==> src/rtl/vseq_pkg.sv <==
// Package: shared widths, state-word field positions and the sequencer
// state encoding for the vector element loop sequencer.
package vseq_pkg;
    localparam int STATE_W   = 32;
    localparam int LEN_W     = 7;
    localparam int REG_W     = 7;
    localparam int VL_LSB    = 0;
    localparam int MVL_LSB   = 8;
    localparam int STEP_LSB  = 16;

    typedef enum logic [1:0] {
        SEQ_IDLE   = 2'd0,
        SEQ_ISSUE  = 2'd1,
        SEQ_WAIT   = 2'd2,
        SEQ_RETIRE = 2'd3
    } seq_state_e;
endpackage

==> src/rtl/vseq_state_reg.sv <==
// Module: vseq_state_reg
// Holds the vector length and maximum vector length fields of the state
// word. Assumes the caller gates wr_ok so that writes land only while no
// loop is running. Step bits of the write data are never stored here.
module vseq_state_reg #(
    parameter int STATE_W = 32,
    parameter int LEN_W   = 7,
    parameter int VL_LSB  = 0,
    parameter int MVL_LSB = 8
) (
    input  logic               clk,
    input  logic               rst_n,
    input  logic               wr_en,
    input  logic               wr_ok,
    input  logic [STATE_W-1:0] wr_data,
    output logic [LEN_W-1:0]   vl,
    output logic [LEN_W-1:0]   mvl
);
    // Load or clear the two length fields.
    always_ff @(posedge clk) begin
        if (!rst_n) begin
            vl  <= '0;
            mvl <= '0;
        end else if (wr_en && wr_ok) begin
            vl  <= wr_data[VL_LSB +: LEN_W];
            mvl <= wr_data[MVL_LSB +: LEN_W];
        end
    end
endmodule

==> src/rtl/vseq_step_ctr.sv <==
// Module: vseq_step_ctr
// Element step counter. Advances by one on 'advance', returns to zero on
// 'clear'. Assumes vl is nonzero whenever 'last' is consumed.
module vseq_step_ctr #(
    parameter int LEN_W = 7
) (
    input  logic             clk,
    input  logic             rst_n,
    input  logic             advance,
    input  logic             clear,
    input  logic [LEN_W-1:0] vl,
    output logic [LEN_W-1:0] step,
    output logic             last
);
    localparam logic [LEN_W-1:0] ONE = LEN_W'(1);

    // Step register: clear has priority over advance.
    always_ff @(posedge clk) begin
        if (!rst_n || clear) begin
            step <= '0;
        end else if (advance) begin
            step <= step + ONE;
        end
    end

    // Final-element detection against the length field.
    always_comb begin
        last = (step == (vl - ONE));
    end
endmodule

==> src/rtl/vseq_reg_offset.sv <==
// Module: vseq_reg_offset
// Adds the element step to one operand's base register number when the
// operand is flagged as vector; wraps modulo 2**REG_W.
module vseq_reg_offset #(
    parameter int REG_W = 7,
    parameter int LEN_W = 7
) (
    input  logic [REG_W-1:0] base,
    input  logic             is_vec,
    input  logic [LEN_W-1:0] step,
    output logic [REG_W-1:0] reg_num
);
    logic [REG_W-1:0] step_ext;

    // Resize step to register width and select offset or base.
    always_comb begin
        step_ext = REG_W'(step);
        reg_num  = is_vec ? (base + step_ext) : base;
    end
endmodule

==> src/rtl/vec_elem_seq.sv <==
// Module: vec_elem_seq (top)
// Steps one decoded instruction over VL elements. Captures operand bases
// and vector flags on acceptance, issues one element per step, waits for
// exec_done between elements, and requests a PC advance after the last.
// Assumes exec_done is a single-cycle pulse per issued element.
module vec_elem_seq
    import vseq_pkg::*;
#(
    parameter int NUM_SRC = 3,
    parameter int NUM_DST = 2
) (
    input  logic                     clk,
    input  logic                     rst_n,
    input  logic                     dec_valid,
    input  logic [NUM_SRC-1:0]       src_vec,
    input  logic [NUM_DST-1:0]       dst_vec,
    input  logic [NUM_SRC*REG_W-1:0] src_base,
    input  logic [NUM_DST*REG_W-1:0] dst_base,
    input  logic                     st_wr_en,
    input  logic [STATE_W-1:0]       st_wr_data,
    input  logic                     exec_done,
    output logic                     issue,
    output logic [NUM_SRC*REG_W-1:0] src_reg,
    output logic [NUM_DST*REG_W-1:0] dst_reg,
    output logic [LEN_W-1:0]         cur_step,
    output logic                     pc_adv,
    output logic                     loop_done,
    output logic                     dst_all_scalar,
    output logic [STATE_W-1:0]       st_rd_data
);
    seq_state_e                seq_q;
    logic [NUM_SRC-1:0]        src_vec_q;
    logic [NUM_DST-1:0]        dst_vec_q;
    logic [NUM_SRC*REG_W-1:0]  src_base_q;
    logic [NUM_DST*REG_W-1:0]  dst_base_q;
    logic [LEN_W-1:0]          vl;
    logic [LEN_W-1:0]          mvl;
    logic [LEN_W-1:0]          step;
    logic                      last;
    logic                      accept;
    logic                      wr_ok;
    logic                      elem_done;
    logic                      step_adv;
    logic                      step_clr;

    // Handshake decode for the current sequencer state.
    always_comb begin
        accept    = (seq_q == SEQ_IDLE) && dec_valid;
        wr_ok     = (seq_q == SEQ_IDLE) && !dec_valid;
        elem_done = (seq_q == SEQ_WAIT) && exec_done;
        step_adv  = elem_done && !last;
        step_clr  = elem_done && last;
    end

    // Sequencer state transitions.
    always_ff @(posedge clk) begin
        if (!rst_n) begin
            seq_q <= SEQ_IDLE;
        end else begin
            case (seq_q)
                SEQ_IDLE:   if (dec_valid) seq_q <= (vl == '0) ? SEQ_RETIRE : SEQ_ISSUE;
                SEQ_ISSUE:  seq_q <= SEQ_WAIT;
                SEQ_WAIT:   if (exec_done) seq_q <= last ? SEQ_RETIRE : SEQ_ISSUE;
                default:    seq_q <= SEQ_IDLE;
            endcase
        end
    end

    // Capture the accepted instruction's operands.
    always_ff @(posedge clk) begin
        if (!rst_n) begin
            src_vec_q  <= '0;
            dst_vec_q  <= '0;
            src_base_q <= '0;
            dst_base_q <= '0;
        end else if (accept) begin
            src_vec_q  <= src_vec;
            dst_vec_q  <= dst_vec;
            src_base_q <= src_base;
            dst_base_q <= dst_base;
        end
    end

    vseq_state_reg #(
        .STATE_W (STATE_W),
        .LEN_W   (LEN_W),
        .VL_LSB  (VL_LSB),
        .MVL_LSB (MVL_LSB)
    ) u_state (
        .clk     (clk),
        .rst_n   (rst_n),
        .wr_en   (st_wr_en),
        .wr_ok   (wr_ok),
        .wr_data (st_wr_data),
        .vl      (vl),
        .mvl     (mvl)
    );

    vseq_step_ctr #(
        .LEN_W (LEN_W)
    ) u_step (
        .clk     (clk),
        .rst_n   (rst_n),
        .advance (step_adv),
        .clear   (step_clr),
        .vl      (vl),
        .step    (step),
        .last    (last)
    );

    for (genvar gs = 0; gs < NUM_SRC; gs++) begin : g_src
        vseq_reg_offset #(
            .REG_W (REG_W),
            .LEN_W (LEN_W)
        ) u_off (
            .base    (src_base_q[gs*REG_W +: REG_W]),
            .is_vec  (src_vec_q[gs]),
            .step    (step),
            .reg_num (src_reg[gs*REG_W +: REG_W])
        );
    end

    for (genvar gd = 0; gd < NUM_DST; gd++) begin : g_dst
        vseq_reg_offset #(
            .REG_W (REG_W),
            .LEN_W (LEN_W)
        ) u_off (
            .base    (dst_base_q[gd*REG_W +: REG_W]),
            .is_vec  (dst_vec_q[gd]),
            .step    (step),
            .reg_num (dst_reg[gd*REG_W +: REG_W])
        );
    end

    // Output strobes, flags and state readout assembly.
    always_comb begin
        issue          = (seq_q == SEQ_ISSUE);
        pc_adv         = (seq_q == SEQ_RETIRE);
        loop_done      = (seq_q == SEQ_RETIRE);
        cur_step       = step;
        dst_all_scalar = ~|dst_vec_q;
        st_rd_data     = '0;
        st_rd_data[VL_LSB   +: LEN_W] = vl;
        st_rd_data[MVL_LSB  +: LEN_W] = mvl;
        st_rd_data[STEP_LSB +: LEN_W] = step;
    end
endmodule

==> config.mk <==
export PLATFORM = sky130hd
export DESIGN_NAME = vec_elem_seq
export DESIGN_NICKNAME = d
export VERILOG_FILES = /design/src/rtl/vseq_pkg.sv /design/src/rtl/vseq_state_reg.sv /design/src/rtl/vseq_step_ctr.sv /design/src/rtl/vseq_reg_offset.sv /design/src/rtl/vec_elem_seq.sv
export SDC_FILE = /design/constraint.sdc
export NUM_CORES = 1
export LEC_CHECK = 0
export ABC_AREA = 0
export BUFFER_PORTS_ARGS = -buffer_cell sky130_fd_sc_hd__buf_2
export CORE_ASPECT_RATIO = 1.25
export CORE_MARGIN = 5
export CORE_UTILIZATION = 43
export CTS_BUF_LIST = sky130_fd_sc_hd__clkbuf_16
export DETAILED_ROUTE_END_ITERATION = 6
export PLACE_DENSITY = 0.7
export SYNTH_ARGS = -nofsm -noshare
export SYNTH_HDL_FRONTEND = slang
export SYNTH_SLANG_ARGS = --single-unit
==> constraint.sdc <==
create_clock -name clk -period 4.4 [get_ports clk]
set_input_delay 0.44 -clock clk [delete_from_list [all_inputs] [get_ports clk]]
set_output_delay 0.44 -clock clk [all_outputs]
set_load 0.005 [all_outputs]
### Word level (Yosys, flattened, before mapping)

Cells that the tools add are included.

| storage, ports and cells | value |
|---|---|
| input bits | 77 |
| register bits | 63 |

| cells by class | value |
|---|---|
| eq/ne operators | 6 |
| multiplexer cells | 10 |
| add/subtract/negate cells | 7 |
| reductions and logical operators | 15 |

Operator list:

| cell | count |
|---|---|
| 7-bit adder | 5 |
| 7-bit two-way mux | 5 |
| 2-bit two-way mux | 4 |
| 7-bit by 1-bit adder with 7-bit output (second input constant) | 1 |
| 7-bit == test | 1 |
| 7-bit logical NOT | 1 |
| 7-bit by 1-bit subtractor with 7-bit output (second input constant) | 1 |
| 1-bit logical AND | 6 |
| 2-bit one-hot mux with 3 select lines | 1 |
| 2-bit == test (second input constant) | 2 |
| 1-bit logical NOT | 4 |
| 2-bit inequality test (second input constant) | 2 |
| 2-bit by 1-bit == test with 1-bit output (second input constant) | 1 |
| 2-bit logical NOT | 1 |
| 2-bit AND reduction | 1 |
| 2-bit OR reduction | 1 |
| 1-bit logical OR | 1 |

### Logic depth before layout (Yosys ltp)

Gate-level depths: netlist of run 1.

| logic depth | value |
|---|---|
| depth in word-level cells | 5 |
| depth in mapped cells | 8 |

### Modules after synthesis

A second synthesis of run 1 with hierarchy kept.

| second synthesis, totals | value |
|---|---|
| cell total of the unflattened synthesis | 575 |
| area, all modules | 4852.2 µm² |

By module, submodules not included:

| module | cells an instance | area each (µm²) | seq. area each (µm²) | times used |
|---|---|---|---|---|
| vec_elem_seq | 214 | 1989.4 | 840.8 | 1 |
| vseq_reg_offset | 46 | 336.6 | 0.0 | 5 |
| vseq_step_ctr | 68 | 590.6 | 140.1 | 1 |
| vseq_state_reg | 63 | 589.3 | 280.3 | 1 |

### Worst setup path before layout of run 1

OpenSTA, ideal clock, no wires.

| timing path | value |
|---|---|
| kind | flip-flop to output port |
| start point | register u_step.step[1] |
| end point | output src_reg[13] |
| path buffers | 0 |
| setup slack | 2.060 ns |
| stages on the path, launching flop included | 8 |
| data required time | 3.960 ns |
| data arrival time | 1.900 ns |
| cell sequence | dfxtp_1 > inv_1 > fa_1 > nor2b_1 > o21a_1 > o2111ai_1 > o211ai_1 > xor2_1 |

| on the way | value |
|---|---|
| cells in the longest elaborated chain, start to end | 2 |

Ends and longest elaborated chain:

| what | RTL line | text |
|---|---|---|
| from (decl) | vseq_step_ctr.sv:12 | `output logic [LEN_W-1:0] step,` |
| from (signal assigned) | vseq_step_ctr.sv:22 | `step <= step + ONE;` |
| 7-bit adder | vseq_reg_offset.sv:18 | `reg_num = is_vec ? (base + step_ext) : base;` |
| 7-bit two-way mux | vseq_reg_offset.sv:18 |  |
| to (decl) | vec_elem_seq.sv:23 | `output logic [NUM_SRC*REG_W-1:0] src_reg,` |

Every way passes these cells.

### Worst setup path in the final report of run 1

| timing path | value |
|---|---|
| start point | register u_step.step[1] |
| end point | output dst_reg[13] |

| on the way | value |
|---|---|
| cells in the longest elaborated chain, start to end | 2 |

Ends and longest elaborated chain:

| what | RTL line | text |
|---|---|---|
| 7-bit adder | vseq_reg_offset.sv:18 |  |
| 7-bit two-way mux | vseq_reg_offset.sv:18 |  |
| to (decl) | vec_elem_seq.sv:24 | `output logic [NUM_DST*REG_W-1:0] dst_reg,` |

Every way passes these cells.

==> out/metrics.cfg, run 1 <==
[power]
power_frac_clock_pct = 37.8
cell_internal_pwr_mw = 1.12
swShare_pct = 28.3
p_leak_nw = 2.47
power_frac_comb_pct = 19.9
ir_drop_mv = 0.186
switchingPower_mw = 0.441
p_seq_share_pct = 42.3
p_per_area_nw_per_um2 = 294

[critical_path]
cp_max_fo = 12
slowest_stage = dfxtp_1
worstPathCellList = inv_1 -> fa_1 -> nor2b_1 -> o21a_1 -> o21a_1 -> o211ai_1 -> xor2_1 -> buf_2
crit_type = flop to primary output
cp_num_buf_inv = 2
worstPathRequired_ns = 3.96
cpMostUsedCell = o21a_1
cp_top_family = flip-flops
cpPeakStageDelay_ns = 0.71
cp.arrival_ns = 2.93
cp-end-kind = primary output
startpoint_type = flop

[cells_and_area]
diodes = 0
finalNonFillerCells = 791
nets = 774
drive_gt1_share_pct = 23.9
n_fill_cell = 1006
final_cell_mix = nand2_1, buf_2, dfxtp_1
mostFrequentLayoutCell = nand2_1
fin_util_pct = 52.2
syn_to_final_growth_pct = 18.5

[synth]
synth_edf_count = 0
avgSynthCellArea_um2 = 8.03
ys_ff_latch = 63
ys_seq_area_share_pct = 28.2
synth_cell_types = 50
ys.flop_type = dfxtp_1
async_flop_share_pct = 0
synthCells = 557
synth_area_um2 = 4470
ys_warn_count = 0

[floorplanning]
die_h_um = 124
ios = 155
die_w_um = 101
rows = 41
core_um2 = 10200
start_util_pct = 44.0
dieArea_um2 = 12500

[timing]
setup_tns_ns = 0
hold_viol_final = 0
skew_ns = 0.00644
slew_headroom_pct = 21.0
worst_pin_slew_ns = 1.18
rsz0062_at_grt = no
drv_slew = 0
setup_viol = 0
post-route-min-period_ns = 3.37
finalCritPeriodShare_pct = 76.5
fmax_mhz = 297

[run_status]
status = finished clean

[routing]
ant_nets = 0
routed_wl_um = 11800
post_drt_wl_per_cell_um = 15.0
drc_errors = 0
vias = 4170
drt-vias-per-instance = 5.27
firstDrtPassIters = 4
drtIter0Drc = 98

[worst_hold_path]
hold_class = input port to flop

[clock_network]
postCtsSetupRepairBufs = 0
cts_tree = done
htreeDepth = 3
cts.repair.resized = 0
path_clk_slew_ns = 0.05
cts_buffers = 9
cts_hold_buf = 0
clk_latency_ns = 0.33
cts.sinks = 63
clk_root_buffer_cell = clkbuf_16
clk_path_buf_depth = 2

[grt]
grt_pass1_wl_um = 19000
grt_pass1_vias = 4028
grt_max_degree = 66
grt_use_total_pct = 19.1
antenna_found_initial = 0
grt_overflow_total = 0

[run]
cap_violations = 0

[placement]
dp_hpwl_um = 8770
io_buffers = 125
place.gp.congestion = 0.885
dp_cells = 778

==> cell families after synthesis <==
group	after synthesis	synth area share (%)
multiplexers	16	4.00
other	1	0.0839
flip-flops	63	28.2
XOR/XNOR	24	4.70
buffers and inverters	71	7.84
AO/OA/AOI/OAI	129	21.7
adder cells (fa/ha/maj)	37	11.2
AND/OR/NAND/NOR	216	22.3
==> sequential cells by signal, summed over array words and instances (netlist names) <==
name         count
dst_vec_q        2
src_vec_q        3
seq_q            2
src_base_q      21
u_state.mvl      7
u_step.step      7
dst_base_q      14
u_state.vl       7
==> cell usage after synthesis, types with 2 or more instances <==
cell       count  area (µm²)
a2111o_1       3        33.8
a211o_1        2        17.5
a21boi_0      53         398
a21o_1        10        75.1
a21oi_1       14        70.1
and2_1         2        12.5
and3_1         9        56.3
buf_2          4        20.0
buf_4         19         143
clkbuf_1      21        78.8
dfxtp_1       63        1260
fa_1           5         100
ha_1          32         400
inv_1         26        97.6
mux2_2        15         169
nand2_1      130         488
nand3_1       13        65.1
nand3b_1       3        22.5
nand4_1        2        12.5
nor2_1        17        63.8
nor2b_1       11        68.8
nor3_1        11        55.1
nor3b_1        2        15.0
nor4b_1        5        43.8
o2111ai_1      6        52.6
o211ai_1       5        37.5
o21a_1        10        75.1
o21ai_0        6        30.0
o21bai_1       5        37.5
o311a_1        5        50.1
o311ai_0       3        26.3
or3_1          5        31.3
xnor2_1       13         114
xor2_1        11        96.3
==> power by group through the flow <==
stage	logic (mW)	registers [mW]	clock network, mW
2_1_floorplan	0.221	0.652	0
3_3_place_gp	0.304	0.669	0
3_5_place_dp	0.314	0.672	0
4_1_cts	0.316	0.660	0.605
5_1_grt	0.354	0.667	0.633
6_report	0.310	0.660	0.590
==> final timing paths <==
check	from	endpoint	cells after the start	slack, ns
max	u_step.step[1]$_SDFFE_PP0P_	dst_reg[13]	8	1.03
min reg2reg	u_state.mvl[5]$_SDFFE_PN0P_	u_state.mvl[5]$_SDFFE_PN0P_	2	0.47
min	exec_done	seq_q[1]$_SDFFE_PN0P_	2	0.34
max reg2reg	u_step.step[5]$_SDFFE_PP0P_	u_step.step[3]$_SDFFE_PP0P_	5	2.25
==> final cells by class <==
cell class | instances | area (µm²) | share of cell area, %
Inverter | 26 | 97.6 | 1.84
Clock buffer | 9 | 225 | 4.25
Sequential cell | 63 | 1260 | 23.8
Tap cell | 129 | 161 | 3.05
Clock inverter | 4 | 16.3 | 0.307
Timing Repair Buffer | 127 | 641 | 12.1
Multi-Input combinational cell | 433 | 2900 | 54.7
==> through the flow <==
stage	hold WS, ns	power, mW	setup WS [ns]	area (µm²)
finish	0.335	1.56	1.03	5300
global route	0.330	1.65	0.755	5300
detailed placement	0.462	0.986	1.33	5060
global placement	0.451	0.973	1.40	5060
floorplan	0.455	0.873	2.06	4510
CTS	0.323	1.58	0.966	5300
==> metal layers <==
| metal | GRT usage, % | up-vias | share of wire, % |
|---|---|---|---|
| li1 | - | 2107 | - |
| met1 | 22.1 | 1934 | 42 |
| met2 | 34.4 | 112 | 50 |
| met3 | 4.37 | 17 | 5.9 |
| met4 | 6.15 | 0 | 1.6 |
| met5 | 0 | - | 0 |
No activity file was read; power rests on OpenSTA's default activity.
==> run 2: changes to the inputs <==
--- a/config.mk
+++ b/config.mk
@@ -12,7 +12,7 @@
 export CORE_UTILIZATION = 43
 export CTS_BUF_LIST = sky130_fd_sc_hd__clkbuf_16
 export DETAILED_ROUTE_END_ITERATION = 6
-export PLACE_DENSITY = 0.7
+export PLACE_DENSITY = 0.73
 export SYNTH_ARGS = -nofsm -noshare
 export SYNTH_HDL_FRONTEND = slang
 export SYNTH_SLANG_ARGS = --single-unit
==> constraint.sdc (replaced) <==
create_clock -name clk -period 2.82 [get_ports clk]
set_input_delay 0.282 -clock clk [delete_from_list [all_inputs] [get_ports clk]]
set_output_delay 0.282 -clock clk [all_outputs]
set_load 0.005 [all_outputs]
==> run 2 against run 1 <==
Compared with the run above: critical path depth rose by 1; die area did not move; sequential share of layout area fell by 0.28 points; routed wire length rose by 2.3%; largest cell class unchanged; highest routed layer unchanged; setup slack got worse by 0.88 ns; clock skew fell by 0.0016 ns.
==> out/metrics.cfg, run 2 (synthesis results as in run 1) <==
[run_status]
status = finished clean

[timing]
rsz0062_at_grt = no
hold_viol_final = 0
drv_slew = 0
worst_pin_slew_ns = 0.810
fmax_mhz = 375
post-route-min-period_ns = 2.67
finalCritPeriodShare_pct = 94.6
setup_viol = 0
slew_headroom_pct = 45.9
skew_ns = 0.00488
holdWs_ns = 0.185
setup_tns_ns = 0

[clock_network]
path_clk_slew_ns = 0.05
cts.sinks = 63
cts_buffers = 9
clk_latency_ns = 0.33
clk_path_buf_depth = 2
cts_hold_buf = 0
clk_root_buffer_cell = clkbuf_16
htreeDepth = 3
cts_tree = done

[critical_path]
cp-end-kind = primary output
crit_type = flop to primary output
startpoint_type = flop
cp_max_fo = 9
worstPathRequired_ns = 2.54
cp.arrival_ns = 2.38
reg2reg_depth = 5

[placement]
place.gp.congestion = 0.902
dp_hpwl_um = 9020
io_buffers = 125

[floorplanning]
rows = 41
start_util_pct = 44.0
ios = 155
die_w_um = 101
die_h_um = 124
dieArea_um2 = 12500
core_um2 = 10200

[grt]
grt_overflow_total = 0
antenna_found_initial = 0
grt_pass1_vias = 4333
grt_pass1_wl_um = 19500
grt_max_degree = 53
grt_use_total_pct = 19.5

[worst_hold_path]
hold_class = input port to flop
holdPathStages = 2

[cells_and_area]
syn_to_final_growth_pct = 20.5
drive_gt1_share_pct = 25.6
final_cell_mix = nand2_1, buf_2, dfxtp_1
nets = 784
n_fill_cell = 983
top_regs = src_base_q x21, dst_base_q x14
diodes = 0
mostFrequentLayoutCell = nand2_1
top_register = src_base_q
largest_register_ffs = 21

[power]
ir_drop_mv = 0.405
p_leak_nw = 2.53
p_per_area_nw_per_um2 = 458

[routing]
firstDrtPassIters = 5
vias = 4269
routed_wl_um = 12100
post_drt_wl_per_cell_um = 15.1
drc_errors = 0
ant_nets = 0
drtIter0Drc = 137
drt-vias-per-instance = 5.32

[run]
cap_violations = 0

-- run 2: where the power goes --
group          switching, mW  internal [mW]  leakage, nW  total [mW]
combinational          0.267          0.232         1.89       0.499
sequential            0.0689          0.954        0.517        1.02
clock                  0.374          0.569        0.129       0.943
total                  0.711           1.75         2.53        2.47
-- run 2: area by class of cell --
| class | count | area (µm²) | area share (%) |
|---|---|---|---|
| repair buffers | 137 | 716 | 13.3 |
| multi-input cells | 433 | 2900 | 53.8 |
| clock buffers | 9 | 225 | 4.18 |
| clock inverters | 5 | 20.0 | 0.372 |
| inverters | 26 | 101 | 1.88 |
| flip-flops and latches | 63 | 1270 | 23.5 |
| well taps | 129 | 161 | 3.00 |
-- run 2: what timing repair did --
| item | CTS | global route |
|---|---|---|
| setup buffers | 2 | 0 |
| hold endpoints to repair | 0 | 0 |
| pin swaps | 0 | 0 |
| endpoints found under the setup margin | 13 | 5 |
| gates resized for setup | 3 | 2 |
| gates cloned | 0 | 0 |
-- run 2: final timing paths --
check,from,to,slack (ns)
setup reg to reg,u_step.step[5]$_SDFFE_PP0P_,u_step.step[3]$_SDFFE_PP0P_,0.67
setup / recovery,u_step.step[1]$_SDFFE_PP0P_,dst_reg[13],0.15
hold / removal,exec_done,seq_q[1]$_SDFFE_PN0P_,0.18
hold reg to reg,u_state.mvl[2]$_SDFFE_PN0P_,u_state.mvl[2]$_SDFFE_PN0P_,0.46
-- run 2: metrics by stage --
stage               setup WS, ns  std cells  power [mW]  utilization, %  instance area (µm²)
detailed placement         0.163        786        1.54            50.4                 5120
global placement           0.226        786        1.52            50.4                 5120
finish                     0.153        802        2.47            53.0                 5390
global route              0.0121        802        2.60            53.0                 5390
floorplan                  0.638        567        1.36               -                 4510
CTS                       0.0425        802        2.49            53.0                 5380
-- run 2: metal layers --
metal	up-vias	wire length (µm)	global-route usage (%)
li1	2121	-	-
met1	2007	4990	21.8
met2	117	6120	35.4
met3	24	744	4.65
met4	0	259	7.73
met5	-	0	0
-- run 2: critical path: stages (launching register included) --
cell and delay (ns):
dfxtp_4 0.43, clkinvlp_4 0.11, buf_4 0.17, fa_1 0.46, nor2b_1 0.13, o21a_1 0.17, o21a_1 0.15, o211ai_1 0.12
xor2_1 0.17, buf_2 0.14
